===== src/rtl/trk_pkg.sv =====
package trk_pkg;

    typedef enum logic {
        DIR_DOWN = 1'b0,
        DIR_UP   = 1'b1
    } dir_e;

endpackage


===== src/rtl/trk_step_unit.sv =====
module trk_step_unit #(
    parameter int W = 8
) (
    input  logic          en_i,
    input  trk_pkg::dir_e dir_i,
    input  logic [W-1:0]  cnt_i,
    output logic [W-1:0]  cnt_o
);
    localparam logic [W-1:0] CODE_TOP = '1;
    localparam logic [W-1:0] CODE_BOT = '0;

    always_comb begin
        cnt_o = cnt_i;
        if (en_i) begin
            if (dir_i == trk_pkg::DIR_UP) begin
                if (cnt_i != CODE_TOP) begin
                    cnt_o = cnt_i + W'(1);
                end
            end else begin
                if (cnt_i != CODE_BOT) begin
                    cnt_o = cnt_i - W'(1);
                end
            end
        end
    end
endmodule


===== src/rtl/trk_alt_tracker.sv =====
module trk_alt_tracker #(
    parameter int LW = 4
) (
    input  logic          en_i,
    input  trk_pkg::dir_e dir_i,
    input  trk_pkg::dir_e prev_dir_i,
    input  logic          hist_v_i,
    input  logic [LW-1:0] run_i,
    input  logic [LW-1:0] thr_i,
    input  logic          locked_i,
    output logic [LW-1:0] run_o,
    output logic          locked_o
);
    localparam logic [LW-1:0] RUN_MAX = '1;

    logic [LW-1:0] eff_thr;

    always_comb begin
        eff_thr  = (thr_i == '0) ? LW'(1) : thr_i;
        run_o    = run_i;
        locked_o = locked_i;
        if (en_i) begin
            if (hist_v_i && (dir_i != prev_dir_i)) begin
                if (run_i != RUN_MAX) begin
                    run_o = run_i + LW'(1);
                end
            end else begin
                run_o = '0;
            end
            locked_o = (run_o >= eff_thr);
        end
    end
endmodule


===== src/rtl/trk_adc_ctrl.sv =====
module trk_adc_ctrl #(
    parameter int W  = 8,
    parameter int LW = 4
) (
    input  logic          clk_i,
    input  logic          rst_ni,
    input  logic          enable_i,
    input  logic          cmp_below_i,
    input  logic [LW-1:0] lock_cycles_i,
    output logic [W-1:0]  dac_code_o,
    output logic [W-1:0]  result_o,
    output logic          locked_o
);
    localparam logic [W-1:0] CODE_MID = W'(1) << (W - 1);

    typedef struct packed {
        logic [W-1:0]  cnt;
        logic [LW-1:0] run;
        logic          hist_v;
        trk_pkg::dir_e prev;
        logic          locked;
    } state_t;

    state_t        st_d, st_q;
    trk_pkg::dir_e dir_now;
    logic [W-1:0]  cnt_nx;
    logic [LW-1:0] run_nx;
    logic          lock_nx;

    assign dir_now = cmp_below_i ? trk_pkg::DIR_UP : trk_pkg::DIR_DOWN;

    trk_step_unit #(.W(W)) u_step (
        .en_i  (enable_i),
        .dir_i (dir_now),
        .cnt_i (st_q.cnt),
        .cnt_o (cnt_nx)
    );

    trk_alt_tracker #(.LW(LW)) u_alt (
        .en_i       (enable_i),
        .dir_i      (dir_now),
        .prev_dir_i (st_q.prev),
        .hist_v_i   (st_q.hist_v),
        .run_i      (st_q.run),
        .thr_i      (lock_cycles_i),
        .locked_i   (st_q.locked),
        .run_o      (run_nx),
        .locked_o   (lock_nx)
    );

    always_comb begin
        st_d        = st_q;
        st_d.cnt    = cnt_nx;
        st_d.run    = run_nx;
        st_d.locked = lock_nx;
        if (enable_i) begin
            st_d.hist_v = 1'b1;
            st_d.prev   = dir_now;
        end
    end

    always_ff @(posedge clk_i or negedge rst_ni) begin
        if (!rst_ni) begin
            st_q.cnt    <= CODE_MID;
            st_q.run    <= '0;
            st_q.hist_v <= 1'b0;
            st_q.prev   <= trk_pkg::DIR_DOWN;
            st_q.locked <= 1'b0;
        end else begin
            st_q <= st_d;
        end
    end

    assign dac_code_o = st_q.cnt;
    assign result_o   = st_q.cnt;
    assign locked_o   = st_q.locked;
endmodule


===== config.mk =====
export PLATFORM = sky130hd
export DESIGN_NAME = trk_adc_ctrl
export DESIGN_NICKNAME = d
export VERILOG_FILES = /design/src/rtl/trk_pkg.sv /design/src/rtl/trk_step_unit.sv /design/src/rtl/trk_alt_tracker.sv /design/src/rtl/trk_adc_ctrl.sv
export SDC_FILE = /design/constraint.sdc
export NUM_CORES = 1
export LEC_CHECK = 0
export CORE_MARGIN = 5
export CORE_UTILIZATION = 31
export CTS_CLUSTER_SIZE = 30
export DETAILED_ROUTE_END_ITERATION = 10
export GPL_TIMING_DRIVEN = 0
export PLACE_DENSITY = 0.57
export SLEW_MARGIN = 0
export SYNTH_ARGS = -nofsm -noshare
export SYNTH_HDL_FRONTEND = slang
export SYNTH_SLANG_ARGS = --single-unit

===== constraint.sdc =====
create_clock -name clk_i -period 2.7 [get_ports clk_i]
set_input_delay 0.405 -clock clk_i [delete_from_list [all_inputs] [get_ports clk_i]]
set_output_delay 0.405 -clock clk_i [all_outputs]
set_load 0.005 [all_outputs]

## Word level (Yosys, flattened, before mapping)

Cells that the tools add are included.

| storage, ports and cells | value |
|---|---|
| register bits after elaboration | 15 |
| bits of input ports | 8 |
| output and inout bits | 17 |

| cells by class | value |
|---|---|
| magnitude comparators | 1 |
| muxes and demuxes | 8 |
| equality and inequality tests | 4 |
| $add $sub $neg | 3 |
| reduce and logical (&&, ||, !) cells | 5 |

Operator list:

| kind | number |
|---|---|
| 8-bit 2-to-1 mux | 3 |
| 4-bit 2-to-1 mux | 4 |
| 8-bit by 1-bit adder with 8-bit output, second input constant | 1 |
| 8-bit inequality test, second input constant | 1 |
| 8-bit nonzero test | 1 |
| 8-bit by 1-bit subtractor with 8-bit output, second input constant | 1 |
| 4-bit by 1-bit adder with 4-bit output, second input constant | 1 |
| 4-bit greater-or-equal comparator | 1 |
| 4-bit zero test | 1 |
| 4-bit inequality test, second input constant | 1 |
| 3-bit AND reduction | 1 |
| 2-bit inequality test, second input constant | 1 |
| 2-bit nonzero test | 1 |
| 1-bit logical AND | 1 |
| 1-bit 2-to-1 mux | 1 |
| 1-bit inequality test | 1 |

## Depth between registers and ports, before layout

Gate-level depths: netlist (run 1).

| depth | value |
|---|---|
| depth in word-level cells | 6 |
| gate-level depth with buffers | 10 |
| mapped depth without buffers | 10 |

## By module

Synthesis (run 1) repeated with hierarchy kept, for this count alone.

| second synthesis, totals | value |
|---|---|
| cell total of the unflattened synthesis | 162 |
| area, all modules | 1376.3 µm² |

Modules (own cells, without submodules):

| module | instances | area an instance (µm²) | sequential area each (µm²) | cells each |
|---|---|---|---|---|
| trk_step_unit | 1 | 593.1 | 0.0 | 90 |
| trk_adc_ctrl | 1 | 518.0 | 376.6 | 33 |
| trk_alt_tracker | 1 | 265.3 | 0.0 | 39 |

## Worst setup path after synthesis (run 1)

No wires, ideal clock.

| timing path | value |
|---|---|
| path type | input -> register |
| start | input port cmp_below_i |
| end | register st_q (netlist bit dac_code_o[6]) |
| slack | 0.599 ns |
| stages on the path | 7 |
| path buffers | 0 |
| arrival time | 1.976 ns |
| data required time | 2.575 ns |
| setup time | 0.125 ns |
| cells stage by stage | inv_1 fa_1 a21o_1 a311o_1 a21oi_2 xnor2_1 mux2_2 |

| between the ends | value |
|---|---|
| word-level cells in the longest chain between the ends | 3 |

RTL lines:

| what | line | source |
|---|---|---|
| start: declaration | trk_adc_ctrl.sv:8 | `input logic cmp_below_i,` |
| 1-bit 2-to-1 mux * | trk_adc_ctrl.sv:30 | `assign dir_now = cmp_below_i ? trk_pkg::DIR_UP : trk_pkg::DIR_DOWN;` |
| 2-bit inequality test (no line) / 2-bit nonzero test (equally long branches) | - |  |
| 3-bit AND reduction (no line) | - |  |
| end signal: assignment | trk_adc_ctrl.sv:70 | `st_q <= st_d;` |
| end: declaration | trk_adc_ctrl.sv:24 | `state_t st_d, st_q;` |

Every way passes the cells marked *; elsewhere a longest branch is shown, timed or not.
A chain may end at the register's enable or synchronous reset.

## Final worst setup path (run 1)

Same ends and word-level chain as after synthesis.

==> reports/metrics.csv, run 1 <==
metric,value,unit
outcome,"complete, no violations",
place.gp.congestion,0.779,
fin_crit_sh,84.4,%
syn_area,1200,sq um
worst_clock_skew,3.21,ps
dp_hpwl,1840,um
syn_to_final_growth,29.1,%
start_util,32.4,%
power.density,1030,nW/um^2
fillCellCount,368,
worst_skew_pair.late_latency,250,ps
die_x,72.3,um
routedWlPerCell,11.6,um
cp-start-kind,input port,
std_cell_rows,22,
synth-seq-cells,15,
grtUsageTotal,9.68,%
r2r-start,st_q[4],
die_area,5230,sq um
numCtsBuffers,3,
worstSetupEndpointType,flop,
min_from,enable_i,
whs,490,ps
synthCells,124,
antenna_left,0,
ys.flop_type,dfrtp_1,
clockBufferDepth,2,
grt_pass1_vias,933,
synth-async-reset-ratio,100,%
maxSlewHeadroom,51.7,%
totalWireLength,2330,um
layout-drive-gt1-share,24.3,%
clkTransAtPathRegs,60,ps
maxCapViolations,0,
path_class,input port to flop,
diodes,0,
critPathLaunch,cmp_below_i,
io_buffer_count,23,
firstDrtPassIters,4,
ys_types,38,
grt_max_degree,16,
vias,951,
worstPathRequired,2840,ps
p_leak,0.000725,uW
first_iter_violations,50,
cts_tree,done,
grt_pass1_wl,4040,um
ys_seq_area_share,31.3,%
worst_pin_slew,723,ps
post-route-util,41.8,%
hold_viol_final,0,
setup_viol,0,
viasPerCell,4.76,
period_minus_slack,2280,ps
fin_nets,173,
drv_slew,0,
clock-sinks,15,
rsz0062_at_grt,false,
htree_num_levels,1,
remaining_drc_errors,0,
clock.fmax,439,MHz
antenna_found_initial,0,
syn_avg_cell_area,9.71,sq um
core_region_area,3720,sq um
path_max_fanout,6,
cp.arrival,2410,ps
overflow,0,
syn-num-nets,144,
hold_class,input port to flop,
cts_root_buf,clkbuf_8,
synth_edf_count,0,
peakVddDrop,0.475,mV
die_y,72.3,um
ys_warn_count,0,
io-pin-count,25,
[worst paths after layout]
kind | end | slack (ps) | depth (start not counted)
worst min register to register | st_q[2] | 500 | 1
worst max-delay path | dac_code_o[6] | 420 | 8
max in group asynchronous | locked_o | 1660 | 1
min in group asynchronous | dac_code_o[2] | 580 | 1
worst max register to register | locked_o | 510 | 10
worst min-delay path | locked_o | 490 | 2
[registers in the layout, indices dropped and copies added (netlist names)]
signal and flops:
locked_o 1, dac_code_o 8, st_q 6
[power breakdown]
part           switching [uW]  internal, uW
sequential                133           314
combinational             344           627
clock                    84.2           102
total                     562          1040
[cell families after synthesis]
family	count (synthesis)	synth area share, %
AOI/OAI and AO/OA	23	13.2
xor gates and xnor gates	8	5.82
adders and majority gates	12	13.1
buffers and inverters	23	12.9
DFF	15	31.3
muxes	10	9.15
and+or+nand+nor	33	14.6
[cells in the mapped netlist, types with 2 or more instances]
library cell  count  area [sq um]
buf_4            16           120
dfrtp_1          14           350
ha_1             11           138
nor2_1           11          41.3
mux2_2            8          90.1
a21oi_1           6          30.0
a21o_1            5          37.5
inv_1             5          18.8
nand3_1           5          25.0
xor2_1            5          43.8
a211oi_1          3          22.5
nand2_1           3          11.3
xnor2_1           3          26.3
and3_1            2          12.5
mux2i_1           2          20.0
nor3_1            2          10.0
o21ai_0           2          10.0
[worst max-delay path: stages]
cell,delay [ps]
dlymetal6s2s_1,230
clkinvlp_4,230
fa_1,490
a21o_1,190
a311o_1,370
a21oi_2,160
xnor2_1,70
mux2_2,260
[layout make-up]
class | instances | area (sq um) | share of cell area (%)
inverters | 5 | 22.5 | 1.45
clock buffers | 3 | 41.3 | 2.66
repair buffers | 24 | 240 | 15.5
well taps | 48 | 60.1 | 3.86
plain buffers | 18 | 136 | 8.78
clock inverters | 1 | 5.00 | 0.322
flip-flops and latches | 15 | 377 | 24.2
multi-input cells | 86 | 672 | 43.2
[per-layer routing]
| layer | vias to the layer above | global-route usage (%) | wire, um |
|---|---|---|---|
| met4 | 0 | 1.88 | 16 |
| met3 | 4 | 3.74 | 154 |
| met2 | 25 | 15.7 | 991 |
| li1 | 484 | - | - |
| met1 | 438 | 12.3 | 1160 |
| met5 | - | 0 | 0 |
[metrics by stage]
step	setup TNS (ps)	setup slack [ps]	area, sq um	power (uW)	instances
after floorplan	0	599	1200	1050	124
after global placement	-248	-169	1490	1410	195
after detailed placement	-365	-205	1490	1430	195
after CTS	0	59.2	1540	1630	199
after global routing	0	287	1550	1760	200
final	0	422	1550	1600	200
[cells in the final DEF, fill, tap and decap left out, types with 3 or more instances in the layout]
cell | Yosys | final
clkdlybuf4s50_1 | 0 | 22
a21oi_1 | 6 | 6
a21o_1 | 5 | 5
dfrtp_1 | 14 | 14
mux2_2 | 8 | 8
nand2_1 | 3 | 3
nor2_1 | 11 | 11
a211oi_1 | 3 | 3
ha_1 | 11 | 11
xnor2_1 | 3 | 3
buf_4 | 16 | 17
inv_1 | 5 | 4
clkbuf_8 | 0 | 3
nand3_1 | 5 | 5
xor2_1 | 5 | 5
[repair_timing]
item / 4_1_cts / 5_1_grt
gates resized for setup: 0 / 2
endpoints found under the setup margin: 0 / 1
buffers inserted: 0 / 1
hold buffers: 0 / 0
Power figures use the tool's default switching activity.
==> run 2, diff against run 1 <==
clock period = 2.2 ns   (was 2.7 ns; I/O delays follow)
==> reports/metrics.csv, run 2 (synthesized netlist as in run 1, its figures left out) <==
metric,value,unit
worst_clock_skew,4.11,ps
regArea,378,sq um
maxCapViolations,0,
period_minus_slack,2130,ps
largest_reg_flops,8,
whs,416,ps
grt_max_degree,16,
routedWlPerCell,12.2,um
fin_tns_setup,0,ps
multi_input_area,701,sq um
path_cells,ha_4 -> nand3_2 -> xnor2_2 -> nand3_1 -> ha_1 -> nand2b_1 -> a21o_1 -> a21o_1 -> a21oi_2 -> a21oi_1,
diodes,0,
dp_hpwl,1840,um
antenna_left,0,
cts_tree,done,
power_frac_comb,61.6,%
grt_pass1_vias,942,
core_region_area,3720,sq um
die_x,72.3,um
path_class,flop to flop,
htree_num_levels,1,
p_clk_share,11.3,%
first_iter_violations,37,
die_y,72.3,um
setup_viol,0,
syn_to_final_growth,31.3,%
final_cell_mix,"clkdlybuf4s50_1 (22), buf_4 (18), dfrtp_1 (13)",
ctsHoldBuffers,0,
antenna_found_initial,0,
hold_viol_final,0,
fillCellCount,368,
power.density,1280,nW/um^2
vias,977,
firstDrtPassIters,4,
place.gp.congestion,0.779,
clock.fmax,469,MHz
clockBufferDepth,2,
drv_slew,0,
std_cell_rows,22,
numCtsBuffers,3,
path_max_fanout,4,
switching_share,35.1,%
cp.arrival,2260,ps
p_leak,0.000730,uW
io_buffer_count,23,
path_buf_inv,0,
worstPathRequired,2330,ps
remaining_drc_errors,0,
grt_pass1_wl,4090,um
cp_common_cell,a21o_1,
clkTransAtPathRegs,70,ps
cpPeakStageDelay,410,ps
viasPerCell,4.86,
cp-start-kind,flop,
cts_root_buf,clkbuf_8,
maxSlewHeadroom,51.4,%
clock-sinks,15,
start_util,32.4,%
peakVddDrop,0.582,mV
hold_class,input port to flop,
final_area,1580,sq um
layout_commonest_cell,clkdlybuf4s50_1,
worst_skew_pair.late_latency,250,ps
grtUsageTotal,9.83,%
placed_area,1490,sq um
sequentialPowerShare,27.1,%
layout-drive-gt1-share,28.8,%
p_int,1310,uW
io-pin-count,25,
totalWireLength,2460,um
outcome,"complete, no violations",
cpMaxStageDelayCell,dfrtp_1,
switchingPower,711,uW
worst_pin_slew,726,ps
fin_nets,174,
critPathTopFamily,compound AO/OA/AOI/OAI gates,
worstSetupEndpointType,flop,
overflow,0,
die_area,5230,sq um
fin_crit_sh,96.9,%
-- run 2: changes by cell type in the layout (fill, tap and decap cells not counted), sizes merged --
cell | before | now
inv | 4 | 5
dlymetal6s2s | 1 | 0
buf | 19 | 20
clkbuf | 3 | 4
clkinvlp | 1 | 0
-- run 2: cell type report --
| cell class | instances | share of cell area, % |
|---|---|---|
| Sequential cell | 15 | 23.9 |
| Inverter | 5 | 1.19 |
| Clock inverter | 1 | 0.317 |
| Multi-Input combinational cell | 86 | 44.3 |
| Tap cell | 48 | 3.80 |
| Clock buffer | 3 | 2.61 |
| Timing Repair Buffer | 25 | 15.2 |
| Buffer | 18 | 8.63 |
-- run 2: through the flow --
| stage | std cells | power, uW | setup slack, ps | util [%] |
|---|---|---|---|---|
| finish | 201 | 2020 | 68.5 | 42.5 |
| global route | 201 | 2210 | -35.6 | 42.5 |
| CTS | 201 | 2020 | 11.8 | 41.9 |
| detailed placement | 195 | 1750 | -630 | 40.2 |
| global placement | 195 | 1730 | -594 | 40.2 |
| floorplan | 124 | 1290 | 169 | - |
-- run 2: timing repair --
action,4_1_cts,5_1_grt
endpoints found under the hold margin,0,0
setup endpoints to repair,4,2
buffers inserted,2,0
pin swaps,0,3
resized for setup,3,7
-- run 2: path summary, 6_finish.rpt --
kind                       startpoint            end  slack [ps]  cells after the start
hold reg to reg               st_q[2]        st_q[2]         510                      1
max in group asynchronous      rst_ni  dac_code_o[0]        1190                      1
setup reg to reg              st_q[3]       locked_o          70                     10
min in group asynchronous      rst_ni  dac_code_o[2]         510                      1
setup / recovery              st_q[3]       locked_o          70                     10
hold / removal               enable_i       locked_o         420                      2
-- run 2: power groups by stage --
stage,Combinational (uW),Clock [uW],Sequential (uW)
detailed placement,1200,0,556
global placement,1180,0,547
CTS,1230,238,545
floorplan,781,0,509
finish,1250,229,549
global route,1380,252,576
-- run 2: layer usage --
metal  GRT usage [%]  wire, um  up-vias  share of wire, %
met2            16.0      1100       27                45
met1            12.4      1190      459                48
met4            1.88        16        0              0.65
met3            3.74       153        4               6.2
li1                -         -      487                 -
met5               0         0        -                 0
==> run 3, diff against run 2 <==
CELL_PAD_IN_SITES_DETAIL_PLACEMENT = 1   (was unset)
CELL_PAD_IN_SITES_GLOBAL_PLACEMENT = 1   (was unset)
PLACE_DENSITY = 0.7   (was 0.57)
REMOVE_ABC_BUFFERS = 1   (was unset)
==> reports/metrics.csv, run 3 (synthesized netlist as in run 1, its figures left out) <==
metric,value,unit
outcome,"complete, no violations",
p_leak,0.000660,uW
clock.fmax,475,MHz
critPathTopFamily,compound AO/OA/AOI/OAI gates,
final_area,1500,sq um
power_frac_comb,58.7,%
numPlacedInstances,178,
diodes,0,
grt_use_met3,3.88,%
worst_pin_slew,705,ps
multi_input_area,726,sq um
die_y,72.3,um
drv_slew,0,
remaining_drc_errors,0,
hold_viol_final,0,
grt_pass1_vias,1031,
grt_pass1_wl,4690,um
antenna_found_initial,0,
power.density,1260,nW/um^2
clock-sinks,15,
die_x,72.3,um
worst_clock_skew,12.0,ps
vias,939,
core_region_area,3720,sq um
grtUsageTotal,11.2,%
overflow,0,
worstSetupEndpointType,flop,
use_met2,20.1,%
grt_max_degree,16,
routedWlPerCell,15.9,um
first_iter_violations,4,
die_area,5230,sq um
path_cells,fa_2 -> a21o_1 -> a311o_1 -> a21oi_2 -> xnor2_1 -> mux2_2,
clkTransAtPathRegs,70,ps
cts_root_buf,clkbuf_8,
cpMaxStageDelayCell,dfrtp_1,
path_max_fanout,8,
hold_class,input port to flop,
io-pin-count,25,
instances_no_fill,187,
grt_busiest_layer,met2,
cp-start-kind,flop,
path_buf_inv,0,
cpPeakStageDelay,500,ps
p_clk_share,11.9,%
place.gp.congestion,0.764,
switchingPower,731,uW
clockBufferDepth,2,
fillCellCount,430,
grt_use_met1,12.9,%
antenna_left,0,
worst_skew_pair.late_latency,250,ps
cts_tree,done,
setup_viol,0,
io_buffer_count,24,
fin_nets,160,
p_int,1160,uW
viasPerCell,5.02,
numCtsBuffers,3,
post-route-util,40.4,%
cp.arrival,2230,ps
syn_to_final_growth,24.8,%
placed_area,1370,sq um
final_cell_mix,"clkdlybuf4s50_1 (23), dfrtp_1 (14), nor2_1 (10)",
htree_num_levels,1,
layout_commonest_cell,clkdlybuf4s50_1,
path_class,flop to flop,
layout-drive-gt1-share,24.5,%
switching_share,38.6,%
period_minus_slack,2110,ps
regArea,377,sq um
maxSlewHeadroom,52.8,%
firstDrtPassIters,4,
fin_crit_sh,95.7,%
sequentialPowerShare,29.4,%
start_util,32.4,%
totalWireLength,2980,um
largest_reg_flops,8,
peakVddDrop,0.450,mV
dp_hpwl,2210,um
std_cell_rows,22,
maxCapViolations,0,
ctsHoldBuffers,0,
worstPathRequired,2330,ps
run 3: cell types whose count changed in the layout (fill, tap and decap cells not counted), sizes merged:
cell           before  now
buf                20    6
clkdlybuf4s50      22   23
clkinv              1    0
clkinvlp            0    1
inv                 5    4
run 3: metal layers:
metal	up-vias	routed length, um
met5	-	0
met4	0	17
met3	4	134
met2	21	1630
met1	459	1200
li1	455	-
run 3: power by group through the flow:
stage / Combinational [uW] / Clock (uW) / Sequential (uW)
final: 1110 / 224 / 557
after global routing: 1210 / 246 / 578
after CTS: 1080 / 232 / 555
after detailed placement: 1040 / 0 / 558
after global placement: 982 / 0 / 545
after floorplan: 548 / 0 / 537
run 3: path summary, 6_finish.rpt:
check | slack, ps | depth (start not counted) | start | end
worst min-delay path | 450 | 2 | cmp_below_i | st_q[1]
worst min register to register | 530 | 1 | st_q[2] | st_q[2]
min in group asynchronous | 500 | 1 | rst_ni | dac_code_o[1]
worst max-delay path | 90 | 6 | dac_code_o[0] | dac_code_o[6]
worst max register to register | 90 | 6 | dac_code_o[0] | dac_code_o[6]
max in group asynchronous | 1240 | 1 | rst_ni | st_q[6]
run 3: area by class of cell:
type	count	area share, %
Sequential cell	15	25.1
Inverter	5	1.50
Tap cell	48	4.00
Multi-Input combinational cell	86	48.3
Clock buffer	4	3.00
Timing Repair Buffer	29	18.2
run 3: worst register-to-register path, cell delays in order, from the launching register on:
cell,delay (ps)
dfrtp_1,500
fa_2,420
a21o_1,190
a311o_1,380
a21oi_2,160
xnor2_1,80
mux2_2,260
run 3: timing repair:
action	4_1_cts	5_1_grt
gates resized for setup	7	11
hold endpoints to repair	0	0
setup buffers	4	1
endpoints found under the setup margin	4	2
pin swaps	3	8
run 3: stage by stage:
stage	power (uW)	worst slack [ps]	hold slack (ps)	TNS, ps
after floorplan	1090	174	34.4	0
after global placement	1530	-603	478	-2140
after detailed placement	1600	-675	495	-2510
after CTS	1860	15.2	510	0
after global routing	2040	-21.2	457	-21.2
final	1890	93.9	446	0
